### src/rtl/sniff_pkg.sv
package sniff_pkg;

    typedef enum logic [2:0] {
        ST_IDLE,
        ST_SLEEP,
        ST_DWELL,
        ST_RSSI_WAIT,
        ST_CHECK,
        ST_DATA_WAIT,
        ST_WAKE,
        ST_LISTEN
    } sniff_state_t;

    function automatic logic [7:0] at_least_one(input logic [7:0] v);
        return (v == 8'd0) ? 8'd1 : v;
    endfunction

endpackage

### src/rtl/sniff_prescaler.sv
module sniff_prescaler #(
    parameter int STEP_FINE   = 5,
    parameter int STEP_COARSE = 640
) (
    input  logic clk,
    input  logic rst_n,
    input  logic restart,
    input  logic coarse_in,
    output logic tick
);
    localparam int PRE_W = $clog2(STEP_COARSE + 1);
    localparam logic [PRE_W-1:0] FINE_LAST   = PRE_W'(STEP_FINE - 1);
    localparam logic [PRE_W-1:0] COARSE_LAST = PRE_W'(STEP_COARSE - 1);

    logic [PRE_W-1:0] pre_q;
    logic             coarse_q;
    logic [PRE_W-1:0] last_val;

    assign last_val = coarse_q ? COARSE_LAST : FINE_LAST;
    assign tick     = (pre_q == last_val);

    always_ff @(posedge clk or negedge rst_n) begin
        if (!rst_n) begin
            pre_q    <= '0;
            coarse_q <= 1'b0;
        end else if (restart) begin
            pre_q    <= '0;
            coarse_q <= coarse_in;
        end else if (tick) begin
            pre_q    <= '0;
        end else begin
            pre_q    <= pre_q + 1'b1;
        end
    end

    // the step counter never passes the selected step length
    p_step_in_range_r1: assert property (@(posedge clk) disable iff (!rst_n)
        pre_q <= last_val);

endmodule

### src/rtl/sniff_timer.sv
module sniff_timer #(
    parameter int CNT_W = 8
) (
    input  logic             clk,
    input  logic             rst_n,
    input  logic             load,
    input  logic [CNT_W-1:0] load_val,
    input  logic             dec,
    output logic [CNT_W-1:0] count,
    output logic             last
);
    logic [CNT_W-1:0] cnt_q;

    always_ff @(posedge clk or negedge rst_n) begin
        if (!rst_n) begin
            cnt_q <= '0;
        end else if (load) begin
            cnt_q <= load_val;
        end else if (dec && cnt_q != '0) begin
            cnt_q <= cnt_q - 1'b1;
        end
    end

    assign count = cnt_q;
    assign last  = (cnt_q <= CNT_W'(1));

    // a loaded count is never zero
    p_load_nonzero_r9: assert property (@(posedge clk) disable iff (!rst_n)
        load |=> cnt_q != '0);

endmodule

### src/rtl/sniff_sequencer.sv
module sniff_sequencer
    import sniff_pkg::*;
#(
    parameter int CNT_W       = 8,
    parameter int RSSI_W      = 8,
    parameter int STEP_FINE   = 5,
    parameter int STEP_COARSE = 640
) (
    input  logic              clk,
    input  logic              rst_n,
    input  logic              sniff_en,
    input  logic              coarse_step,
    input  logic [CNT_W-1:0]  sleep_steps,
    input  logic [CNT_W-1:0]  dwell_cycles,
    input  logic [CNT_W-1:0]  rssi_delay,
    input  logic [CNT_W-1:0]  data_delay,
    input  logic [CNT_W-1:0]  irq_cycles,
    input  logic              wake_on_rssi,
    input  logic [RSSI_W-1:0] sniff_thresh,
    input  logic [RSSI_W-1:0] rssi,
    output logic              rx_en,
    output logic              xtal_en,
    output logic              wake_evt
);
    sniff_state_t     state, state_n;
    logic             step_tick;
    logic             tmr_load, tmr_dec, tmr_last;
    logic [CNT_W-1:0] tmr_val, tmr_count, raw_val;
    logic             energy_hit;

    assign energy_hit = wake_on_rssi && (rssi > sniff_thresh);

    // state register
    always_ff @(posedge clk or negedge rst_n) begin
        if (!rst_n) state <= ST_IDLE;
        else        state <= state_n;
    end

    // next-state logic
    always_comb begin
        state_n = state;
        unique case (state)
            ST_IDLE:      state_n = ST_SLEEP;
            ST_SLEEP:     if (step_tick && tmr_last) state_n = ST_DWELL;
            ST_DWELL:     if (tmr_last) state_n = ST_RSSI_WAIT;
            ST_RSSI_WAIT: if (tmr_last) state_n = ST_CHECK;
            ST_CHECK:     state_n = energy_hit ? ST_DATA_WAIT : ST_SLEEP;
            ST_DATA_WAIT: if (tmr_last) state_n = ST_WAKE;
            ST_WAKE:      if (tmr_last) state_n = ST_LISTEN;
            ST_LISTEN:    state_n = ST_LISTEN;
            default:      state_n = ST_IDLE;
        endcase
        if (!sniff_en) state_n = ST_IDLE;
    end

    // timer control: load on every state change with the entered state's count
    always_comb begin
        unique case (state_n)
            ST_SLEEP:     raw_val = sleep_steps;
            ST_DWELL:     raw_val = dwell_cycles;
            ST_RSSI_WAIT: raw_val = rssi_delay;
            ST_DATA_WAIT: raw_val = data_delay;
            ST_WAKE:      raw_val = irq_cycles;
            default:      raw_val = CNT_W'(1);
        endcase
        tmr_val  = (raw_val == '0) ? CNT_W'(1) : raw_val;
        tmr_load = (state_n != state);
        tmr_dec  = (state == ST_SLEEP) ? step_tick : 1'b1;
    end

    // outputs
    always_comb begin
        rx_en    = 1'b0;
        xtal_en  = 1'b0;
        wake_evt = 1'b0;
        unique case (state)
            ST_IDLE, ST_SLEEP: ;
            ST_DWELL, ST_RSSI_WAIT, ST_CHECK, ST_DATA_WAIT, ST_LISTEN: begin
                rx_en   = 1'b1;
                xtal_en = 1'b1;
            end
            ST_WAKE: begin
                rx_en    = 1'b1;
                xtal_en  = 1'b1;
                wake_evt = 1'b1;
            end
            default: ;
        endcase
    end

    sniff_prescaler #(
        .STEP_FINE  (STEP_FINE),
        .STEP_COARSE(STEP_COARSE)
    ) i_prescaler (
        .clk      (clk),
        .rst_n    (rst_n),
        .restart  (tmr_load && state_n == ST_SLEEP),
        .coarse_in(coarse_step),
        .tick     (step_tick)
    );

    sniff_timer #(
        .CNT_W(CNT_W)
    ) i_timer (
        .clk     (clk),
        .rst_n   (rst_n),
        .load    (tmr_load),
        .load_val(tmr_val),
        .dec     (tmr_dec),
        .count   (tmr_count),
        .last    (tmr_last)
    );

    // a cleared enable reaches idle on the next edge
    p_disable_idle_r8: assert property (@(posedge clk) disable iff (!rst_n)
        !sniff_en |=> state == ST_IDLE);

    // sleeping keeps the receiver and oscillator off
    p_sleep_off_r2: assert property (@(posedge clk) disable iff (!rst_n)
        state == ST_SLEEP |-> (!rx_en && !xtal_en));

    // detected energy leads to the data delay
    p_hit_to_data_r4: assert property (@(posedge clk) disable iff (!rst_n)
        (state == ST_CHECK && sniff_en && energy_hit) |=> state == ST_DATA_WAIT);

    // a miss restarts a full sleep count
    p_miss_restart_r5: assert property (@(posedge clk) disable iff (!rst_n)
        (state == ST_CHECK && sniff_en && !energy_hit) |=>
        (state == ST_SLEEP && tmr_count == at_least_one($past(sleep_steps))));

    // the wake indication only follows the data delay
    p_wake_after_data_r6: assert property (@(posedge clk) disable iff (!rst_n)
        $rose(wake_evt) |-> $past(state) == ST_DATA_WAIT);

    // the wake indication implies the receiver is on
    p_wake_with_rx_r10: assert property (@(posedge clk) disable iff (!rst_n)
        wake_evt |-> rx_en);

endmodule

### config.mk
export PLATFORM = sky130hd
export DESIGN_NAME = sniff_sequencer
export DESIGN_NICKNAME = d
export VERILOG_FILES = /design/src/rtl/sniff_pkg.sv /design/src/rtl/sniff_prescaler.sv /design/src/rtl/sniff_timer.sv /design/src/rtl/sniff_sequencer.sv
export SDC_FILE = /design/constraint.sdc
export NUM_CORES = 1
export LEC_CHECK = 0
export BUFFER_PORTS_ARGS = -buffer_cell sky130_fd_sc_hd__buf_4
export CORE_MARGIN = 2
export CORE_UTILIZATION = 30
export CTS_CLUSTER_SIZE = 40
export DETAILED_ROUTE_END_ITERATION = 12
export PLACE_DENSITY = 0.52
export SETUP_SLACK_MARGIN = 0.4
export SYNTH_ARGS = -nofsm -noshare
export SYNTH_HDL_FRONTEND = slang
export SYNTH_SLANG_ARGS = --single-unit
### constraint.sdc
create_clock -name clk -period 2.9 [get_ports clk]
set_input_delay 0.145 -clock clk [delete_from_list [all_inputs] [get_ports clk]]
set_output_delay 0.145 -clock clk [all_outputs]
set_load 0.02 [all_outputs]
==> metrics.cfg <==
[clock_network]
numCtsBuffers = 3
clock-sinks = 22
cts_tree = yes
insertion_delay_ns = 0.28
clockBufferDepth = 2
cts-htree-levels = 1
path_clk_slew_ns = 0.08
root_buffer = clkbuf_8

[grt]
grt.busiest_layer = met2
met3_usage_pct = 2.68
grt_pass1_wl_mm = 11.5
grt_max_degree = 23
met1_usage_pct = 23.6
grt_overflow = 0
grt_pass1_vias = 2349
grt_use_met2_pct = 28.8
grtUsageTotal_pct = 17.2
antenna_found_initial = 0

[routing]
routed-via-count = 2494
vias_per_cell = 5.24
wl_per_cell_um = 14.8
first_pass_iters = 4
drt_iter0_drc = 98
drt_wl_total_mm = 7.05
drc = 0
ant_nets = 0

[sta]
fmax_ghz = 0.350
finalSetupTns_ns = 0
setup_viol = 0
fin_skew_ns = 0.00770
rsz0062_at_grt = yes
timing.final.crit_share_pct = 98.5
finalMaxSlewViolations = 0
min_period_ns = 2.86
tightestPinTransition_ns = 0.433
hold_violations = 0
maxSlewHeadroom_pct = 71.1

[run]
maxCapViolCount = 0

[yosys]
synthMuxAreaShare_pct = 5.20
synthSimpleGateAreaFrac_pct = 24.3
ys_warn_count = 0
async_flop_share_pct = 100
synth_top_area_cell = dfrtp_1
syn_nets = 336
synth_top_family_by_area = compound AO/OA/AOI/OAI gates
ys_ff_latch = 22
postSynthCellCount = 264
synthAdderAreaFrac_pct = 6.22
synthDistinctLibCells = 65
synth_common_cells = nor2_1 (29), dfrtp_1 (22), o211ai_1 (20), inv_1 (18), nand3_1 (13)
synth_top_area_share_pct = 24.9
yosysSeqAreaShare_pct = 24.9
synth-edff-count = 0
synth_xor_area_share_pct = 3.56
yosys_most_used_dff = dfrtp_1
synth.top_cells.by_area = dfrtp_1 (25%), o211ai_1 (6.8%), ha_1 (6.2%), nor2_1 (4.9%), and3_1 (3.4%)
synth_compound_area_share_pct = 29.7
avgSynthCellArea_sq_um = 8.38
syn-cell-area_sq_um = 2210
yosysMostFrequentCell = nor2_1

[floorplan]
start_util_pct = 30.7
die_area_sq_um = 8080
fp.dieW_um = 89.9
ios = 64
rows = 31
coreArea_sq_um = 7210
die_h_um = 89.9

[worst_hold_path]
worstHoldPathType = in -> reg

[worst_setup_path]
worstPathMaxFanout = 8
critPathKind = reg -> reg
crit_path_end_kind = flop
required_ns = 3.08
critPathArrivalTime_ns = 3.04
start_kind = flop

[power]
p_sw_share_pct = 42.9
leakagePower_uw = 0.00155
power_density_nw_per_um2 = 699
p_sw_uw = 1040
max-vdd-ir-drop_v = 0.000376
cellInternalPower_uw = 1380
clock_power_share_pct = 12.3
comb_power_share_pct = 67.8
seqPwrFrac_pct = 19.8

[final_layout]
insertedDiodeCount = 0
fin_cells = 476
nets = 450
final_core_util_pct = 48.0
multi_input_area_sq_um = 1710
area_growth_pct = 56.6
regArea_sq_um = 551
drive_above_1_share_pct = 44.0
n_fill_cell = 709

[placement]
placed_cells = 463
portBuffers = 63
hpwl_mm = 5.57
place.gp.congestion = 0.898

[run_status]
outcome = complete, no violations

[cell type report]
class,count,share of cell area (%)
clock inverters,1,0.867
well taps,99,3.58
clock buffers,3,1.19
inverters,21,2.71
multi-input cells,212,49.2
flip-flops and latches,22,15.9
repair buffers,118,26.5
[critical path, stage by stage, from the launching register on]
cell and delay [ns]:
dfrtp_1 0.38, or4_4 0.58, or4_4 0.50, o21ai_4 0.32, inv_4 0.10, and3_4 0.17
o32ai_4 0.32, o211ai_1 0.14, o31ai_1 0.25
[layout by cell type (no fill, tap or decap), types with 4 or more instances in the layout]
cell,netlist,routed
buf_4,2,109
nor2_1,29,26
dfrtp_1,22,22
o211ai_1,20,20
inv_1,18,18
nand3_1,13,13
nand2_1,11,11
and3_1,12,11
ha_1,11,10
buf_6,1,8
nand4_1,6,6
nor3_1,8,6
a21oi_1,8,6
xnor2_1,6,6
o21ai_4,0,4
o21a_1,5,4
mux2i_1,7,4
[path summary, 6_finish.rpt]
kind / start / to / slack [ns] / cells past startpoint
max in group asynchronous: rst_n / i_timer.count[0]$_DFFE_PN0P_ / 2.36 / 2
worst max-delay path: i_timer.count[7]$_DFFE_PN0P_ / i_timer.count[0]$_DFFE_PN0P_ / 0.04 / 8
min in group asynchronous: rst_n / i_prescaler.pre_q[4]$_DFF_PN0_ / 0.29 / 2
worst min-delay path: coarse_step / i_prescaler.coarse_q$_DFFE_PN0P_ / 0.09 / 2
worst min register to register: i_prescaler.pre_q[0]$_DFF_PN0_ / i_prescaler.pre_q[0]$_DFF_PN0_ / 0.54 / 2
worst max register to register: i_timer.count[7]$_DFFE_PN0P_ / i_timer.count[0]$_DFFE_PN0P_ / 0.04 / 8
[per-stage QoR]
step	total power, uW	hold WS [ns]	setup slack, ns	instance area, sq um
after floorplan	1380	-0.151	0.198	2260
after global placement	1890	0.0634	0.0407	3140
after detailed placement	1890	0.0631	-0.0434	3140
after CTS	2240	0.0812	0.107	3270
after global routing	2610	0.0901	-0.0335	3460
final	2420	0.0864	0.0421	3460
[power by group through the flow]
stage | logic, uW | registers [uW] | clock network (uW)
floorplan | 898 | 480 | 0
global placement | 1400 | 485 | 0
detailed placement | 1410 | 484 | 0
CTS | 1450 | 478 | 309
finish | 1640 | 480 | 299
global route | 1800 | 491 | 318
[registers in the layout, summed over array words and instances (netlist names)]
signal / count
i_prescaler.coarse_q: 1
i_prescaler.pre_q: 10
state: 3
i_timer.count: 8
[logic make-up after synthesis]
| family | count (synthesis) |
|---|---|
| AO/OA/AOI/OAI | 81 |
| multiplexers | 11 |
| buffers and inverters | 31 |
| XOR/XNOR | 9 |
| AND/OR/NAND/NOR | 99 |
| flip-flops | 22 |
| adder cells (fa/ha/maj) | 11 |
[timing repair]
action,CTS,global route
setup endpoints to repair,19,19
gates cloned,0,1
setup buffers,1,6
pin swaps,3,11
gates resized for setup,10,30
endpoints found under the hold margin,22,0
hold buffers,1,0
[per-layer routing]
metal	vias to the layer above	share of wire, %	wire [um]
li1	1240	-	-
met1	1184	47	3310
met2	64	47	3310
met3	6	5.1	361
met4	0	1.0	72
met5	-	0	0
Note: power is estimated with default switching activity, not from simulation.
